### src/rtl/wdt_pkg.sv
package wdt_pkg;
   localparam int DIV_W = 3;
   localparam int BYTE_W = 8;

   typedef struct packed {
      logic             en;
      logic             wdog;
      logic [1:0]       spare;
      logic             ovf;
      logic [DIV_W-1:0] div;
   } wdt_csr_t;
endpackage

### src/rtl/wdt_regif.sv
module wdt_regif
   import wdt_pkg::*;
#(
   parameter logic [BYTE_W-1:0] CNT_KEY = 8'h5A,
   parameter logic [BYTE_W-1:0] CSR_KEY = 8'hA5
) (
   input  logic                clk,
   input  logic                rst_n,
   input  logic                reg_sel,
   input  logic                wr_en,
   input  logic [2*BYTE_W-1:0] wr_data,
   input  logic                ovf_evt,
   output wdt_csr_t            csr,
   output logic                cnt_ld,
   output logic [BYTE_W-1:0]   cnt_ld_val,
   output logic                div_chg
);
   logic [BYTE_W-1:0] key_b;
   logic [BYTE_W-1:0] val_b;
   logic              csr_wr;
   wdt_csr_t          wr_csr;
   wdt_csr_t          csr_q;

   initial begin
      if (CNT_KEY == CSR_KEY) $fatal(1, "wdt_regif: keys must differ");
   end

   assign key_b      = wr_data[2*BYTE_W-1:BYTE_W];
   assign val_b      = wr_data[BYTE_W-1:0];
   assign wr_csr     = wdt_csr_t'(val_b);
   assign csr_wr     = wr_en && reg_sel && (key_b == CSR_KEY);
   assign cnt_ld     = wr_en && !reg_sel && (key_b == CNT_KEY);
   assign cnt_ld_val = val_b;
   assign div_chg    = csr_wr && (wr_csr.div != csr_q.div);

   always_ff @(posedge clk or negedge rst_n) begin
      if (!rst_n) begin
         csr_q <= '0;
      end else if (csr_wr) begin
         csr_q     <= wr_csr;
         csr_q.ovf <= (csr_q.ovf & wr_csr.ovf) | ovf_evt;
      end else begin
         csr_q.ovf <= csr_q.ovf | ovf_evt;
      end
   end

   assign csr = csr_q;


   bad_csr_key_chk: assert property (@(posedge clk) disable iff (!rst_n)
      (wr_en && reg_sel && key_b != CSR_KEY) |=>
         (csr_q[7:4] == $past(csr_q[7:4]) && csr_q.div == $past(csr_q.div)));


   ovf_flag_set_chk: assert property (@(posedge clk) disable iff (!rst_n)
      ovf_evt |=> csr_q.ovf);
endmodule

### src/rtl/wdt_prescaler.sv
module wdt_prescaler
   import wdt_pkg::*;
#(
   parameter int BASE_LOG2 = 5
) (
   input  logic             clk,
   input  logic             rst_n,
   input  logic             en,
   input  logic [DIV_W-1:0] div,
   input  logic             restart,
   output logic             tick
);
   localparam int PW = BASE_LOG2 + (1 << DIV_W) - 1;

   logic [PW-1:0] pcnt;
   logic [PW:0]   span;
   logic [PW-1:0] last;

   initial begin
      if (BASE_LOG2 < 1 || PW > 24) $fatal(1, "wdt_prescaler: bad BASE_LOG2");
   end

   always_comb begin
      span = (PW+1)'(1) << (BASE_LOG2 + int'(div));
      last = PW'(span - (PW+1)'(1));
   end

   assign tick = en && !restart && (pcnt == last);

   always_ff @(posedge clk or negedge rst_n) begin
      if (!rst_n)               pcnt <= '0;
      else if (restart)         pcnt <= '0;
      else if (en) begin
         if (pcnt == last)      pcnt <= '0;
         else                   pcnt <= pcnt + PW'(1);
      end
   end


   hold_when_off_chk: assert property (@(posedge clk) disable iff (!rst_n)
      (!en && !restart) |=> $stable(pcnt));
endmodule

### src/rtl/wdt_counter.sv
module wdt_counter
   import wdt_pkg::*;
(
   input  logic              clk,
   input  logic              rst_n,
   input  logic              tick,
   input  logic              ld,
   input  logic [BYTE_W-1:0] ld_val,
   output logic [BYTE_W-1:0] cnt,
   output logic              ovf_evt
);
   logic [BYTE_W-1:0] cnt_q;

   assign ovf_evt = tick && !ld && (cnt_q == {BYTE_W{1'b1}});

   always_ff @(posedge clk or negedge rst_n) begin
      if (!rst_n)    cnt_q <= '0;
      else if (ld)   cnt_q <= ld_val;
      else if (tick) cnt_q <= cnt_q + BYTE_W'(1);
   end

   assign cnt = cnt_q;


   step_by_one_chk: assert property (@(posedge clk) disable iff (!rst_n)
      (tick && !ld) |=> (cnt_q == $past(cnt_q) + BYTE_W'(1)));
endmodule

### src/rtl/wdt_signal.sv
module wdt_signal #(
   parameter int HOLD = 16
) (
   input  logic clk,
   input  logic rst_n,
   input  logic ovf_evt,
   input  logic wdog,
   output logic rst_req,
   output logic irq
);
   logic irq_q;

   initial begin
      if (HOLD < 1) $fatal(1, "wdt_signal: HOLD must be at least 1");
   end

   generate
      if (HOLD > 1) begin : g_stretch
         localparam int HW = $clog2(HOLD + 1);
         logic [HW-1:0] hold_q;
         always_ff @(posedge clk or negedge rst_n) begin
            if (!rst_n)                 hold_q <= '0;
            else if (ovf_evt && wdog)   hold_q <= HW'(HOLD);
            else if (hold_q != '0)      hold_q <= hold_q - HW'(1);
         end
         assign rst_req = (hold_q != '0);
      end else begin : g_single
         logic rq_q;
         always_ff @(posedge clk or negedge rst_n) begin
            if (!rst_n) rq_q <= 1'b0;
            else        rq_q <= ovf_evt && wdog;
         end
         assign rst_req = rq_q;
      end
   endgenerate

   always_ff @(posedge clk or negedge rst_n) begin
      if (!rst_n) irq_q <= 1'b0;
      else        irq_q <= ovf_evt && !wdog;
   end
   assign irq = irq_q;


   irq_single_chk: assert property (@(posedge clk) disable iff (!rst_n)
      irq |=> !irq);


   rst_cause_chk: assert property (@(posedge clk) disable iff (!rst_n)
      $rose(rst_req) |-> $past(ovf_evt && wdog));
endmodule

### src/rtl/keyed_wdt.sv
module keyed_wdt #(
   parameter logic [7:0] CNT_KEY   = 8'h5A,
   parameter logic [7:0] CSR_KEY   = 8'hA5,
   parameter int         BASE_LOG2 = 5,
   parameter int         RST_HOLD  = 16
) (
   input  logic        clk,
   input  logic        rst_n,
   input  logic        reg_sel,
   input  logic        wr_en,
   input  logic [15:0] wr_data,
   output logic [7:0]  rd_data,
   output logic        rst_req,
   output logic        irq
);
   import wdt_pkg::*;

   wdt_csr_t          csr;
   logic              cnt_ld;
   logic [BYTE_W-1:0] cnt_ld_val;
   logic              div_chg;
   logic              tick;
   logic [BYTE_W-1:0] cnt;
   logic              ovf_evt;

   wdt_regif #(.CNT_KEY(CNT_KEY), .CSR_KEY(CSR_KEY)) u_regif (
      .clk(clk), .rst_n(rst_n), .reg_sel(reg_sel), .wr_en(wr_en),
      .wr_data(wr_data), .ovf_evt(ovf_evt), .csr(csr),
      .cnt_ld(cnt_ld), .cnt_ld_val(cnt_ld_val), .div_chg(div_chg));

   wdt_prescaler #(.BASE_LOG2(BASE_LOG2)) u_presc (
      .clk(clk), .rst_n(rst_n), .en(csr.en), .div(csr.div),
      .restart(div_chg), .tick(tick));

   wdt_counter u_cnt (
      .clk(clk), .rst_n(rst_n), .tick(tick), .ld(cnt_ld),
      .ld_val(cnt_ld_val), .cnt(cnt), .ovf_evt(ovf_evt));

   wdt_signal #(.HOLD(RST_HOLD)) u_sig (
      .clk(clk), .rst_n(rst_n), .ovf_evt(ovf_evt), .wdog(csr.wdog),
      .rst_req(rst_req), .irq(irq));

   assign rd_data = reg_sel ? BYTE_W'(csr) : cnt;


   load_beats_tick_chk: assert property (@(posedge clk) disable iff (!rst_n)
      cnt_ld |=> (cnt == $past(cnt_ld_val)));
endmodule

### config.mk
export PLATFORM = sky130hd
export DESIGN_NAME = keyed_wdt
export DESIGN_NICKNAME = d
export VERILOG_FILES = /design/src/rtl/wdt_pkg.sv /design/src/rtl/wdt_regif.sv /design/src/rtl/wdt_prescaler.sv /design/src/rtl/wdt_counter.sv /design/src/rtl/wdt_signal.sv /design/src/rtl/keyed_wdt.sv
export SDC_FILE = /design/constraint.sdc
export NUM_CORES = 1
export LEC_CHECK = 0
export BUFFER_PORTS_ARGS = -buffer_cell sky130_fd_sc_hd__buf_4
export CORE_MARGIN = 2
export CORE_UTILIZATION = 58
export DETAILED_ROUTE_END_ITERATION = 10
export GPL_TIMING_DRIVEN = 0
export PLACE_DENSITY = 0.81
export SYNTH_ARGS = -nofsm -noshare
export SYNTH_HDL_FRONTEND = slang
export SYNTH_HIERARCHICAL = 1
export SYNTH_SLANG_ARGS = --single-unit
### constraint.sdc
create_clock -name clk -period 3.4 [get_ports clk]
set_input_delay 0.34 -clock clk [delete_from_list [all_inputs] [get_ports clk]]
set_output_delay 0.34 -clock clk [all_outputs]
set_load 0.02 [all_outputs]
* Yosys cells after proc, flatten, opt, wreduce, memory -nomap -nowiden
Index checks and enable logic that the tools add are counted.
** Storage, ports and cells
- Bits in registers :: 34
- Input bits :: 20
- Output and inout bits :: 10
- Word-level logic and storage cells :: 51
** Operators by class
- $add $sub $neg :: 5
- Equality and inequality tests :: 5
- Shift operators :: 1
- Mux-type cells :: 9
- Bitwise logic cells :: 3
- Reductions and logical operators :: 19
** Operators by type and width (number)
- $mux W12 :: 3
- $shl A1 B32 Y12 const A :: 1
- $mux W8 :: 3
- $eq A8 B8 Y1 const B :: 2
- $add A12 B1 Y12 const B :: 1
- $eq A12 B12 Y1 :: 1
- $sub A12 B1 Y12 const B :: 1
- $logic_and A1 B1 Y1 :: 11
- $mux W5 :: 2
- $add A8 B1 Y8 const B :: 1
- $eq A8 B7 Y1 const B :: 1
- $reduce_bool A2 Y1 :: 3
- $reduce_bool A5 Y1 :: 1
- $sub A5 B1 Y5 const B :: 1
- $add A3 B3 Y4 const A :: 1
- $logic_not A1 Y1 :: 4
- $ne A3 B3 Y1 :: 1
- $or A1 B1 Y1 :: 2
- $and A1 B1 Y1 :: 1
- $mux W1 :: 1

* Depth between registers and ports, before layout
- Word-level depth :: 10
- Gate-level depth with buffers :: 15
- Depth with buffers taken out :: 11

* Hierarchy
The synthesis kept the hierarchy.
** Modules (own cells, without submodules)
- wdt_prescaler :: times used 1, cells an instance 125, area an instance 1046.0 um^2, sequential area each 300.3 um^2
- wdt_counter :: times used 1, cells an instance 51, area an instance 465.4 um^2, sequential area each 200.2 um^2
- wdt_regif :: times used 1, cells an instance 36, area an instance 461.7 um^2, sequential area each 200.2 um^2
- wdt_signal :: times used 1, cells an instance 27, area an instance 295.3 um^2, sequential area each 150.1 um^2
- keyed_wdt :: times used 1, cells an instance 9, area an instance 131.4 um^2, sequential area each 0.0 um^2

* Worst setup path before layout
Ideal clock, no wire load.
- Kind :: flip-flop to flip-flop
- Start point :: register u_regif.csr_q, in the netlist u_regif/csr[2]
- End point :: register u_sig.g_stretch.hold_q[2]
- Library setup time :: 156 ps
- Arrival :: 2804 ps
- Required time :: 3244 ps
- Setup slack :: 439 ps
- Stages on the path, launching flop included :: 13
- Buffers on the path :: 4
- Clock period less this slack :: 2961 ps
- Path through :: dfrtp_1 > buf_6 > nor4_1 > a21oi_1 > o22a_1 > or3_1 > buf_6 > buf_8 > nor3b_2 > buf_4 > nand4_1 > nor3_1 > a22oi_1
** On the way
- Longest elaborated chain between the ends :: 9
- Elaborated cells between the ends (all ways) :: 14
- Those cells by class :: 2 x add/sub; 2 x eq/ne; 1 x shift; 1 x mux; 8 x reduce/logical
** RTL lines
- start, declared :: line wdt_regif.sv:22 : wdt_csr_t csr_q;
- start signal, assigned :: line wdt_regif.sv:40 : csr_q <= wr_csr;
- $add A3 B3 Y4 or $ne A3 B3 Y1 (tied branches) :: line wdt_prescaler.sv:24, wdt_regif.sv:34
- $shl A1 B32 Y12 or $logic_and A1 B1 Y1 (tied branches) :: line wdt_prescaler.sv:24, wdt_regif.sv:34
- $sub A12 B1 Y12 or $logic_not A1 Y1 (tied branches) :: line wdt_prescaler.sv:25, wdt_prescaler.sv:28
- $eq A12 B12 Y1 or $logic_and A1 B1 Y1 (tied branches) :: line wdt_prescaler.sv:28 : assign tick = en && !restart && (pcnt == last);
- $logic_and A1 B1 Y1 (*) :: line wdt_prescaler.sv:28
- net tick :: line keyed_wdt.sv:22 : logic tick;
- $logic_and A1 B1 Y1 (*) (2 in series) :: line wdt_counter.sv:14 : assign ovf_evt = tick && !ld && (cnt_q == {BYTE_W{1'b1}});
- net ovf_evt :: line keyed_wdt.sv:24 : logic ovf_evt;
- $logic_and A1 B1 Y1 (*) :: line wdt_signal.sv:23 : else if (ovf_evt && wdog) hold_q <= HW'(HOLD);
- $mux W5 or $reduce_bool A2 Y1 (tied branches)
- end signal, assigned :: line wdt_signal.sv:23
- end signal, assigned :: line wdt_signal.sv:24 : else if (hold_q != '0) hold_q <= hold_q - HW'(1);
- end, declared :: line wdt_signal.sv:20 : logic [HW-1:0] hold_q;
Mark *: on every way through the listed nets, which the timed path passes. The rest lies on a longest branch.
A chain may end at the register's enable or synchronous reset.

* Final worst setup path
- Start point :: register u_regif.csr_q, in the netlist u_regif/csr[2]
- End point :: register u_regif.csr_q, in the netlist u_regif/csr[3]
** On the way
- Longest elaborated chain between the ends :: 9
- Elaborated cells between the ends (all ways) :: 14
- Those cells by class :: 2 x add/sub; 2 x eq/ne; 1 x shift; 1 x mux; 2 x bitwise; 6 x reduce/logical
** RTL lines
- $add A3 B3 Y4 or $ne A3 B3 Y1 (tied branches) :: line wdt_prescaler.sv:24, wdt_regif.sv:34
- $shl A1 B32 Y12 or $logic_and A1 B1 Y1 (tied branches) :: line wdt_prescaler.sv:24, wdt_regif.sv:34
- $sub A12 B1 Y12 or $logic_not A1 Y1 (tied branches) :: line wdt_prescaler.sv:25, wdt_prescaler.sv:28
- $eq A12 B12 Y1 or $logic_and A1 B1 Y1 (tied branches) :: line wdt_prescaler.sv:28
- $logic_and A1 B1 Y1 (*) :: line wdt_prescaler.sv:28
- net tick :: line keyed_wdt.sv:22
- $logic_and A1 B1 Y1 (*) (2 in series) :: line wdt_counter.sv:14
- net ovf_evt :: line keyed_wdt.sv:24
- $or A1 B1 Y1 (on tied branches) :: line wdt_regif.sv:43, wdt_regif.sv:41
- $mux W1 (*) :: line wdt_regif.sv:39 : end else if (csr_wr) begin
Marks and branches as above.

==> flow_metrics.tcl <==
set metrics [dict create \
    period_needed_ns 3.14 \
    cp.required_ns 3.61 \
    routabilityCongestion 0.869 \
    grt_pass1_vias 1919 \
    clock_latency_ns 0.28 \
    antennaDiodeCount 0 \
    place_ws_ns -0.103 \
    dr.pass1.iters 4 \
    synth-adder-area-share 0.0209 \
    synthSimpleGateAreaFrac 0.269 \
    path_common_cell "buf_6" \
    die_h_um 68.3 \
    synth_cells 248 \
    worst_clock_skew_ns 0.00965 \
    io_buffers 29 \
    worst_ep_arrival_time_ns 3.35 \
    cts_tree "done" \
    synthTopCellsByArea "dfrtp_1, mux2_4, mux2_2" \
    async_flop_share 1.00 \
    synthesis.area_mm2 0.00240 \
    synth-edff-count 0 \
    final_layout_size_suffix_gt1_frac 0.294 \
    leakagePower_nw 1.34 \
    synth_warnings 6 \
    die_area_mm2 0.00467 \
    cts_root_buffer "clkbuf_8" \
    crit_path_start_kind "flip-flop" \
    wirelength_um 5100 \
    hold_violations 5 \
    viasPerCell 5.96 \
    grt-ovfl-total 0 \
    violations "negative hold slack" \
    final_nets 309 \
    ys_types 60 \
    grt_usage 0.241 \
    die_x_um 68.3 \
    synthMuxAreaShare 0.0912 \
    critPathSlowestCell "dfrtp_1" \
    slew_viol_final 0 \
    crit_path_cell_trace "buf_6 > inv_1 > a211o_1 > o21ai_0 > a32oi_1 > or3_1 > buf_6 > buf_8 > nor3b_2 > buf_4 > nand4_1 > nor3_4 > nor2_1 > a21oi_1" \
    cts_buffers 5 \
    ios 30 \
    floorplan.initialDensity 0.600 \
    cts_max_path_buffers 2 \
    synthFlopType "dfrtp_1" \
    slowest_delay_ns 0.50 \
    hold_buffers 0 \
    synth.avg_cell_area_um2 9.68 \
    cts_setup_buffers 0 \
    grt_pass1_wl_um 8500 \
    ys_seq_area_frac 0.355 \
    synth-compound-area-share 0.137 \
    hold_path.class "in -> async" \
    ys_ff_latch 34 \
    rsz0062_at_grt "no" \
    power_density_mw_per_mm2 402 \
    drt-initial-drc-count 179 \
    antenna_found_initial 0 \
    synth_xor_area_frac 0.0401 \
    wl_per_cell_um 15.2 \
    ant_nets 0 \
    synth_top_area_frac 0.355 \
    vias 2001 \
    finalNonFillerCells 336 \
    path_max_fanout 10 \
    holdWs_ns -0.00460 \
    fin_util 0.701 \
    max_slew_margin 0.541 \
    tightest_slew_ns 0.686 \
    vdd_drop_max_v 0.000397 \
    ff2ff_path_depth 14 \
    fmax_ghz 0.319 \
    grt_max_degree 35 \
    fin_ws_ns 0.263 \
    cts.clk_slew.worst_paths_ns 0.07 \
    htreeDepth 2 \
    period_share 0.923 \
    synth_top_family_by_area "simple AND/OR/NAND/NOR gates" \
    hpwl_um 3530 \
    status "complete, but fails checks" \
    critPathKind "reg -> reg" \
    cts_sinks 34 \
    yosysTopAreaCell "dfrtp_1" \
    dp_cells 328 \
    setup_viol 0 \
    core-area_mm2 0.00400 \
    synthToLayoutAreaGrowth_pct 16.8 \
    maxCapViolCount 0 \
    rows 23 \
    drc 0 \
    synthTopCellsByCount "dfrtp_1, nand2_1, nand3_1" \
    crit_path_end_kind "flip-flop" \
    yosysMostFrequentCell "dfrtp_1" \
]
==> through the flow <==
step | total power [W] | setup TNS [ns] | area, um2
5_1_grt | 0.00120 | 0 | 2800
4_1_cts | 0.00113 | 0 | 2800
3_3_place_gp | 0.000754 | -0.230 | 2680
6_report | 0.00113 | 0 | 2800
2_1_floorplan | 0.000688 | 0 | 2400
3_5_place_dp | 0.000762 | -0.447 | 2680
==> area by class of cell <==
cell class,instances,area (um2)
sequential,34,851
clock inverter,3,40.0
clock buffer,5,68.8
buffer,25,184
timing repair buffer,29,218
multi-input combinational,184,1360
tap,50,62.6
fill,308,1200
inverter,6,22.5
==> per-layer routing <==
layer | part of all wire | up-vias | wire (um) | track usage
met5 | 0 | - | 0 | 0
met4 | 0.014 | 0 | 72 | 0.0525
met3 | 0.050 | 10 | 253 | 0.0461
met2 | 0.48 | 54 | 2420 | 0.400
met1 | 0.46 | 955 | 2350 | 0.327
li1 | - | 982 | - | -
==> power breakdown <==
part	switching [W]	internal, W
Combinational	0.000142	0.000148
Clock	0.000147	0.000216
Sequential	0.0000414	0.000431
==> flip-flops by register name (all words and copies together), names as in the netlist <==
signal and flops:
u_sig/irq 1, u_presc/pcnt 12, u_cnt/cnt 8, u_regif/csr 8, u_sig/g_stretch.hold_q 5
==> cells in the final DEF, fill, tap and decap left out, types with 3 or more instances in the layout <==
| cell type | synthesis | routed |
|---|---|---|
| ha_1 | 4 | 4 |
| a22oi_1 | 3 | 3 |
| xnor2_1 | 4 | 4 |
| mux2_2 | 7 | 7 |
| and3_1 | 6 | 6 |
| mux2_4 | 8 | 8 |
| nor2_1 | 11 | 11 |
| a31oi_1 | 5 | 5 |
| nand4b_1 | 6 | 6 |
| xor2_1 | 7 | 7 |
| inv_1 | 6 | 6 |
| nand2b_1 | 10 | 10 |
| nand2_1 | 19 | 19 |
| nor3_1 | 4 | 3 |
| buf_2 | 6 | 6 |
| clkbuf_1 | 3 | 3 |
| dfrtp_1 | 34 | 34 |
| nand3_1 | 13 | 13 |
| nand3b_1 | 7 | 7 |
| o21ai_0 | 11 | 11 |
| clkbuf_8 | 0 | 5 |
| o311ai_1 | 3 | 3 |
| a21oi_1 | 8 | 8 |
| nor2b_1 | 5 | 5 |
| buf_6 | 4 | 4 |
| nand4_1 | 4 | 4 |
| o211ai_1 | 3 | 3 |
| buf_4 | 10 | 39 |
==> what timing repair did <==
item | CTS | global route
cloned | 0 | 0
resized for setup | 1 | 1
setup endpoints to repair | 7 | 2
==> cell families (layout without fill, tap and decap cells) <==
logic type                 after synthesis  in the layout
other                                    1              2
adders and majority gates                4              4
buffers and inverters                   31             68
muxes                                   17             17
DFF                                     34             34
AOI/OAI and AO/OA                       47             47
xor gates and xnor gates                11             11
and+or+nand+nor                        103            103
==> critical path, delay by kind of cell (launching register included) <==
family	cells	cell delay [ns]
compound gates	4	0.62
simple gates	5	1.23
buf+inv	5	0.71
flops	1	0.50
==> worst paths after layout <==
path	start	end	slack [ns]
min reg2reg	u_regif/csr[4]$_DFFE_PN0P_	u_regif/csr[4]$_DFFE_PN0P_	0.51
max	u_regif/csr[2]$_DFFE_PN0P_	u_regif/csr[3]$_DFF_PN0_	0.26
min in group clk	wr_data[5]	u_regif/csr[5]$_DFFE_PN0P_	0.30
min	rst_n	u_regif/csr[3]$_DFF_PN0_	-0.005
max reg2reg	u_regif/csr[2]$_DFFE_PN0P_	u_regif/csr[3]$_DFF_PN0_	0.26
max in group asynchronous	rst_n	u_presc/pcnt[0]$_DFFE_PN0P_	3.08
No activity file was read; power rests on OpenSTA's default activity.
